==> src/rtl/swdog_timer.sv <==
module swdog_timer #(
  parameter int PRE_W    = 9,
  parameter int BASE_EXP = 9
) (
  input  logic       clk,
  input  logic       rst,
  input  logic       en,
  input  logic       svc,
  input  logic       pre_sel,
  input  logic [1:0] span_sel,
  output logic       bite
);
  localparam int CNT_W = BASE_EXP + 6;

  logic             cfg_pre;
  logic [1:0]       cfg_span;
  logic [PRE_W-1:0] pcnt;
  logic [CNT_W-1:0] cnt;
  logic [CNT_W-1:0] term;
  logic             tick;
  logic             at_term;
  logic             expire;

  assign term    = {CNT_W{1'b1}} >> {~cfg_span, 1'b0};
  assign tick    = ~cfg_pre | (&pcnt);
  assign at_term = tick & (cnt == term);
  assign expire  = en & ~svc & at_term;

  always_ff @(posedge clk) begin
    if (rst) begin
      cfg_pre  <= 1'b0;
      cfg_span <= 2'b00;
      pcnt     <= '0;
      cnt      <= '0;
      bite     <= 1'b0;
    end else begin
      bite <= expire;
      if (!en) begin
        cfg_pre  <= pre_sel;
        cfg_span <= span_sel;
        pcnt     <= '0;
        cnt      <= '0;
      end else if (svc) begin
        pcnt <= '0;
        cnt  <= '0;
      end else begin
        if (cfg_pre) pcnt <= pcnt + 1'b1;
        if (tick)    cnt  <= at_term ? '0 : cnt + 1'b1;
      end
    end
  end
endmodule


==> config.mk <==
export PLATFORM = sky130hd
export DESIGN_NAME = swdog_timer
export DESIGN_NICKNAME = d
export VERILOG_FILES = /design/src/rtl/swdog_timer.sv
export SDC_FILE = /design/constraint.sdc
export NUM_CORES = 1
export LEC_CHECK = 0
export ABC_AREA = 1
export ABC_CLOCK_PERIOD_IN_PS = 2020
export BUFFER_PORTS_ARGS = -buffer_cell sky130_fd_sc_hd__buf_2
export CORE_MARGIN = 1.5
export CORE_UTILIZATION = 56
export CTS_BUF_LIST = sky130_fd_sc_hd__clkbuf_4
export DETAILED_ROUTE_END_ITERATION = 10
export GPL_TIMING_DRIVEN = 0
export PLACE_DENSITY = 0.77
export SETUP_SLACK_MARGIN = 0.02
export SYNTH_ARGS = -nofsm -noshare
export SYNTH_HDL_FRONTEND = slang
export SYNTH_SLANG_ARGS = --single-unit
==> constraint.sdc <==
create_clock -name clk -period 2.02 [get_ports clk]
set_clock_uncertainty 0.15 [all_clocks]
set_input_delay 0.101 -clock clk [delete_from_list [all_inputs] [get_ports clk]]
set_output_delay 0.101 -clock clk [all_outputs]
set_load 0.03 [all_outputs]
* Word level (Yosys, flattened, before mapping)
Cells that the tools add are included.
** Operators by class
- $add $sub $neg :: 2
- Eq/ne operators :: 1
- Shift operators :: 1
- Muxes and demuxes :: 1
- Bitwise gates (word level) :: 8
- Reductions and logical operators :: 2
** Operators with widths (count)
- adder 15 x 1 -> 15 bit, second input constant :: 1
- == test 15 bit :: 1
- two-way mux 15 bit :: 1
- >> shifter 15 x 3 -> 15 bit, first input constant :: 1
- adder 9 x 1 -> 9 bit, second input constant :: 1
- AND reduction 9 bit :: 1
- bitwise AND 1 bit :: 3
- NOT 1 bit :: 3
- OR reduction 3 bit :: 1
- NOT 2 bit :: 1
- OR 1 bit :: 1
** Storage, ports and cells
- Bits in registers :: 28
- Input port bits :: 7
- Output and inout port bits :: 1
- Word-level logic and storage cells :: 20

* Logic depth before layout (Yosys ltp)
Gate-level depths: netlist (run 1).
- Depth after elaboration :: 5
- Gate-level depth with buffers :: 13
- Mapped depth without buffers :: 13

* Least setup slack after synthesis (run 1)
OpenSTA, ideal clock, no wires.
- Path type :: register to register
- Start :: register pcnt[0]
- End :: register cnt[5]
- Setup time :: 0.117 ns
- Arrival :: 1.647 ns
- Required time :: 1.753 ns
- Setup slack :: 0.106 ns
- Stages on the path, launching flop included :: 14
- Path buffers :: 0
- Clock period less this slack :: 1.914 ns
- Cells stage by stage :: dfxtp_1 > ha_1 > nand3_1 > nor4_1 > ha_1 > inv_1 > nand2_2 > nand2_1 > inv_1 > nand2_1 > nor2_1 > nand3_2 > nand2_2 > nor2_1
** Between the ends
- Word-level cells in the longest chain between the ends :: 4
** Ends and longest elaborated chain
- start: declaration :: RTL line 17 : logic [PRE_W-1:0] pcnt;
- start signal: assignment :: RTL line 47 : if (cfg_pre) pcnt <= pcnt + 1'b1;
- AND reduction 9 bit * :: RTL line 25 : assign tick = ~cfg_pre | (&pcnt);
- OR 1 bit * :: RTL line 25
- bitwise AND 1 bit :: RTL line 26 : assign at_term = tick & (cnt == term);
- two-way mux 15 bit :: RTL line 48 : if (tick) cnt <= at_term ? '0 : cnt + 1'b1;
- end signal: assignment :: RTL line 48
- end: declaration :: RTL line 18 : logic [CNT_W-1:0] cnt;
Mark *: on every way between the ends. The rest lies on a longest branch, timed or not.
A chain may end at the register's enable or synchronous reset.

* Worst setup path after layout (run 1)
- Start :: register pcnt[0]
- End :: register cnt[9]
Same word-level chain as after synthesis.

==> metrics.md, run 1 <==
| Metric | Value |
|---|---|
| Status | `finished, final reports clean` |
| IO Port Bufs | `7` |
| Layout cell share with drive strength beyond 1 | `a little under 20%` |
| # DRC | `0` |
| # rows | `18` |
| Total Nets Final | `roughly 250` |
| Slew @ Worst Pin | `0.473 ns` |
| Clk buf depth | `2` |
| Crit Path Category | `reg -> reg` |
| CTS Buf Count | `3` |
| Via count | `1375` |
| P&R area growth vs syn | `17.6%` |
| TNS Setup | `0 ns` |
| Worst stage delay on the critical path | `approximately 0.38 ns` |
| RSZ-0062 raised after global routing | `yes` |
| LEAKAGE | `roughly 0.66 nW` |
| Hold Fails Final Rpt | `0` |
| CP Capture Type | `register` |
| Worst-skew pair later-pin latency | `0.32 ns` |
| FMAX | `between 500 and 600 MHz` |
| Setup violators final | `0` |
| Clock slew at reported path FFs | `between 0.1 and 0.15 ns` |
| Via count of the first global-routing pass | `around 1.3k` |
| Syn Std Cell Area | `0.00146 sq mm` |
| CTS root buf | `clkbuf_4` |
| Die ar. | `around 0.003 sq mm` |
| Die width | `54.1 um` |
| Initial antenna violation count | `0` |
| CTS tree | `done` |
| First-pass GRT wire length | `between 4000 and 5000 um` |
| ANT cells | `0` |
| Worst setup margin | `~0.065 ns` |
| GR Overflow Total | `0` |
| First-pass DRT Iterations | `4` |
| Routability congestion estimate from global placement | `around 0.9` |
| CTS H-Tree Depth | `1` |
| Worst-path maximum fanout | `8` |
| Largest net degree at the start of global routing | `15` |
| Maximum VDD drop | `between 400 and 500 uV` |
| Place WS | `-0.163 ns` |
| Final core occ | `between 60% and 70%` |
| Final ANT Viol Nets | `0` |
| Netlist cell types | `26` |
| DP HPWL | `2240 um` |
| Routed vias/inst | `5.23` |
| Synth area leaders | `dfxtp_1, nand2_1, nor2_1` |
| Cell Chain, Critical Path | `ha_4 -> nand3_4 -> nor4_4 -> ha_2 -> inv_2 -> nand2_4 -> nand2_2 -> inv_2 -> nand2_2 -> nor2_2 -> nand3_2 -> nand2_4 -> nor2_1` |
| CP arrival | `just over 2 ns` |
| Min Tclk post-route | `1.95 ns` |
| Post-synth top area cell | `dfxtp_1` |
| CTS Sinks | `28` |
| Pins Over Slew Limit | `0` |
| Syn Area/Cell | `~7 sq um` |
| Top Ports | `8` |
| Pwr dens | `497 mW/mm^2` |
| Synth Net Count | `approximately 220` |
| Total wire length | `approximately 3100 um` |
| Max Cap Viol | `0` |
| Area fraction of the dominant cell type after synthesis | `a little under two fifths` |
| Total track usage | `23.4%` |
| Seq/Total Area, Yosys | `approximately two fifths` |
| Mapped Cells | `214` |
| Final worst-path cycle share | `between 90% and 100%` |
| Number of synthesized register bits | `28` |
| DR WL/cell | `about 12 um` |
| Slowest library cell on the worst path | `dfxtp_2` |
| Ys Warns | `0` |
| Core Area | `0.00248 sq mm` |
| HP Class | `reg -> reg` |
| Crit start category | `register` |
| Starting Density | `about three fifths` |
| Crit path required time | `2.10 ns` |
| DRT iter0 DRCs | `46` |
| Max-slew headroom | `68.3%` |
| Die H | `between 50 and 60 um` |
==> power breakdown <==
| part | internal [W] | switching (W) |
|---|---|---|
| clock | 0.0000698 | 0.000153 |
| sequential | 0.000556 | 0.00000540 |
| combinational | 0.0000299 | 0.0000383 |
| total | 0.000656 | 0.000197 |
==> critical path: cells and delay by family, from the launching register on <==
kind	cells	cell delay (ns)
adders and majority gates	2	0.37
buffers and inverters	2	0.09
DFF	1	0.38
and+or+nand+nor	9	0.88
==> final cells by class <==
type,count,area (sq um)
Inverter,30,116
Timing Repair Buffer,16,118
Sequential cell,28,569
Buffer,2,22.5
Fill cell,215,761
Multi-Input combinational cell,154,831
Clock buffer,3,22.5
Tap cell,30,37.5
==> cells in the final DEF, fill, tap and decap left out, types with 6 or more instances in the layout <==
cell and count:
nand2_1 55, nor2_1 32, inv_1 25, dfxtp_1 23, nand3_1 11, nor3_1 7, buf_2 7, a21oi_1 6
o21ai_0 6, xor2_1 6, dlygate4sd3_1 6
==> kinds of logic (layout without fill, tap and decap cells) <==
family | count (synthesis) | after routing | synth area share (%)
AOI/OAI and AO/OA | 17 | 17 | 6.86
xor gates and xnor gates | 6 | 6 | 3.60
adders and majority gates | 3 | 3 | 2.57
buffers and inverters | 32 | 51 | 9.51
DFF | 28 | 28 | 38.4
and+or+nand+nor | 128 | 128 | 39.1
==> path summary, 6_finish.rpt <==
path / startpoint / slack [ns] / cells after the start / to
max reg2reg: pcnt[0] / 0.07 / 13 / cnt[9]
max: pcnt[0] / 0.07 / 13 / cnt[9]
min reg2reg: pcnt[8] / 0.34 / 2 / pcnt[8]
min: pcnt[8] / 0.34 / 2 / pcnt[8]
==> cells in the mapped netlist <==
| cell type | instances |
|---|---|
| nand2_1 | 57 |
| o21ai_0 | 6 |
| clkinv_2 | 1 |
| nor2_4 | 2 |
| xor2_1 | 6 |
| buf_6 | 2 |
| inv_1 | 27 |
| nand4_1 | 5 |
| nor3b_1 | 1 |
| nor4_1 | 1 |
| dfxtp_1 | 28 |
| a21oi_1 | 6 |
| inv_2 | 1 |
| o21bai_1 | 1 |
| inv_4 | 1 |
| a211oi_1 | 2 |
| ha_1 | 3 |
| nand2_2 | 2 |
| and3_1 | 1 |
| nor2_1 | 35 |
| nor3_1 | 8 |
| nor3_4 | 1 |
| nand3_1 | 12 |
| a21oi_2 | 2 |
| nand3_2 | 1 |
| nor2_2 | 2 |
==> stage by stage <==
stage	total power [W]	instance area, sq um	cells	hold WS (ns)
after floorplan	0.000608	1460	214	0.0201
after global placement	0.000624	1530	251	0.193
after detailed placement	0.000627	1530	251	0.204
after CTS	0.000860	1660	262	0.347
after global routing	0.000890	1720	263	0.364
final	0.000853	1720	263	0.344
==> layer usage <==
layer	wire [um]	part of all wire [%]	track usage, %
met3	63	2.0	2.50
met2	1580	51	42.3
met1	1410	46	28.1
met4	37	1.2	9.17
met5	0	0	0
==> state kept, by name, indices dropped and copies added, names as in the netlist <==
register,flops
pcnt,9
cnt,15
cfg_span,2
cfg_pre,1
bite,1
==> timing repair <==
action | in CTS | in global routing
gates resized for setup | 7 | 16
pin swaps | 1 | 3
hold buffers | 6 | 0
cloned | 0 | 0
endpoints found under the setup margin | 13 | 14
setup buffers | 2 | 1
endpoints found under the hold margin | 18 | 0
Power figures use the tool's default switching activity.
==> inputs of run 2 (changes only) <==
==> constraint.sdc (replaced) <==
create_clock -name clk -period 2.02 [get_ports clk]
set_clock_uncertainty 0.15 [all_clocks]
set_input_delay 0.202 -clock clk [delete_from_list [all_inputs] [get_ports clk]]
set_output_delay 0.202 -clock clk [all_outputs]
set_load 0.03 [all_outputs]
==> metrics.md, run 2 (synthesis gave the netlist of run 1 again) <==
| Metric | Value |
|---|---|
| Worst setup margin | `between 0.06 and 0.07 ns` |
| Commonest non-fill, non-tap cells in the layout | `nand2_1, nor2_1, inv_1` |
| WP depth | `13` |
| DRT iter0 DRCs | `48` |
| Commonest non-fill, non-tap cell in the layout | `nand2_1` |
| Clk buf depth | `2` |
| First-pass DRT Iterations | `4` |
| CP top delay family | `simple AND/OR/NAND/NOR gates` |
| ANT cells | `0` |
| CP Capture Type | `register` |
| IO Port Bufs | `7` |
| Crit Path Category | `reg -> reg` |
| R2R depth | `13` |
| Largest registers | `cnt x15, pcnt x9, cfg_span x2` |
| Via count | `between 1k and 1.5k` |
| Maximum VDD drop | `385 uV` |
| Setup violators final | `0` |
| CP arrival | `2.04 ns` |
| Die width | `54.1 um` |
| Largest net degree at the start of global routing | `15` |
| Worst Path Buf+Inv | `2` |
| Area after DPL | `about 0.0015 sq mm` |
| CTS Sinks | `28` |
| Min Tclk post-route | `1.96 ns` |
| Sequential group share of total power | `about two thirds` |
| Worst-skew pair later-pin latency | `roughly 0.33 ns` |
| GR Overflow Total | `0` |
| Total Nets Final | `~240` |
| Crit path required time | `2.11 ns` |
| Switching Share | `between 20% and 30%` |
| Top reg by flops | `cnt` |
| Via count of the first global-routing pass | `1216` |
| Max-slew headroom | `about two thirds` |
| P&R area growth vs syn | `16.9%` |
| Worst-path maximum fanout | `8` |
| Max reg flops | `15` |
| FMAX | `511 MHz` |
| Layout cell share with drive strength beyond 1 | `~19%` |
| Final worst-path cycle share | `between 90 and 100%` |
| Total wire length | `3110 um` |
| Initial antenna violation count | `0` |
| Pins Over Slew Limit | `0` |
| # DRC | `0` |
| Pwr dens | `504 mW/mm^2` |
| DP HPWL | `approximately 2200 um` |
| Int Pwr | `~0.00065 W` |
| Clock slew at reported path FFs | `0.15 ns` |
| Core Area | `about 0.0025 sq mm` |
| Min-Delay Path Depth | `4` |
| DR WL/cell | `around 12 um` |
| First-pass GRT wire length | `4880 um` |
| Slew @ Worst Pin | `roughly 0.47 ns` |
| CTS root buf | `clkbuf_4` |
| Combinational fraction of design power | `7.7%` |
| Starting Density | `around 60%` |
| CTS H-Tree Depth | `1` |
| Slowest library cell on the worst path | `dfxtp_4` |
| Max Cap Viol | `0` |
| CTS Buf Count | `3` |
| Cell Chain, Critical Path | `ha_4 -> nand3_4 -> nor4_4 -> ha_2 -> inv_2 -> nand2_4 -> nand2_2 -> inv_2 -> nand2_2 -> nor2_2 -> nand3_2 -> nand2_4 -> nor2_1` |
| Hold Fails Final Rpt | `0` |
| Die H | `54.1 um` |
| HP Class | `in -> reg` |
| CTS tree | `done` |
| Crit start category | `register` |
| LEAKAGE | `about 0.65 nW` |
| Die ar. | `0.00292 sq mm` |
| # rows | `18` |
| Final ANT Viol Nets | `0` |
| Routed vias/inst | `between 5 and 6` |
| Status | `finished, final reports clean` |
| Place WS | `-0.163 ns` |
| Final instance area | `0.00171 sq mm` |
| Worst stage delay on the critical path | `~0.4 ns` |
| Top Ports | `8` |
| Total track usage | `23.0%` |
| Routability congestion estimate from global placement | `around 0.91` |
| Cell Count Post-Placement | `251` |
| Non-Filler Instances | `approximately 260` |
| RSZ-0062 raised after global routing | `yes` |
| Psw | `about 0.0002 W` |
| Clock share of power | `about 27%` |
run 2: through the flow:
step | hold WS [ns] | setup TNS, ns | utilization, % | total power [W]
2_1_floorplan | 0.121 | 0 | - | 0.000608
3_3_place_gp | 0.294 | -1.04 | 61.9 | 0.000624
4_1_cts | 0.00932 | 0 | 66.1 | 0.000856
6_report | 0.0343 | 0 | 68.9 | 0.000859
5_1_grt | 0.0328 | -0.177 | 68.9 | 0.000887
3_5_place_dp | 0.305 | -1.13 | 61.9 | 0.000627
run 2: final timing paths:
kind	start	endpoint	slack, ns
setup / recovery	pcnt[1]	cnt[3]	0.06
hold / removal	svc	pcnt[5]	0.03
setup reg to reg	pcnt[1]	cnt[3]	0.06
hold reg to reg	pcnt[8]	pcnt[8]	0.35
run 2: worst min-delay path: stages:
cell and delay (ns):
buf_2 0.10, nor3_4 0.08, nand2_1 0.08, a21oi_1 0.04
run 2: power by group through the flow:
stage	clock [W]	sequential, W	combinational (W)
after floorplan	0	0.000574	0.0000341
after global placement	0	0.000575	0.0000497
after detailed placement	0	0.000575	0.0000515
after CTS	0.000233	0.000563	0.0000603
after global routing	0.000252	0.000563	0.0000727
final	0.000231	0.000562	0.0000663
run 2: cell type report:
| cell class | count | area (sq um) |
|---|---|---|
| tap | 30 | 37.5 |
| multi-input combinational | 154 | 831 |
| timing repair buffer | 15 | 108 |
| sequential | 28 | 569 |
| fill | 216 | 771 |
| inverter | 30 | 116 |
| buffer | 2 | 22.5 |
| clock buffer | 3 | 22.5 |
run 2: metal layers:
metal	vias to the layer above	part of all wire (%)	GRT usage, %	routed length (um)
met4	0	1.7	9.17	53
met2	24	49	40.9	1530
li1	716	-	-	-
met3	7	2.7	2.50	83
met1	646	46	28.2	1430
met5	-	0	0	0
run 2: timing repair:
| item | CTS | global route |
|---|---|---|
| resized for setup | 7 | 16 |
| endpoints found under the hold margin | 3 | 1 |
| setup buffers | 2 | 1 |
| endpoints found under the setup margin | 13 | 14 |
| hold buffers | 4 | 1 |
| pin swaps | 1 | 3 |
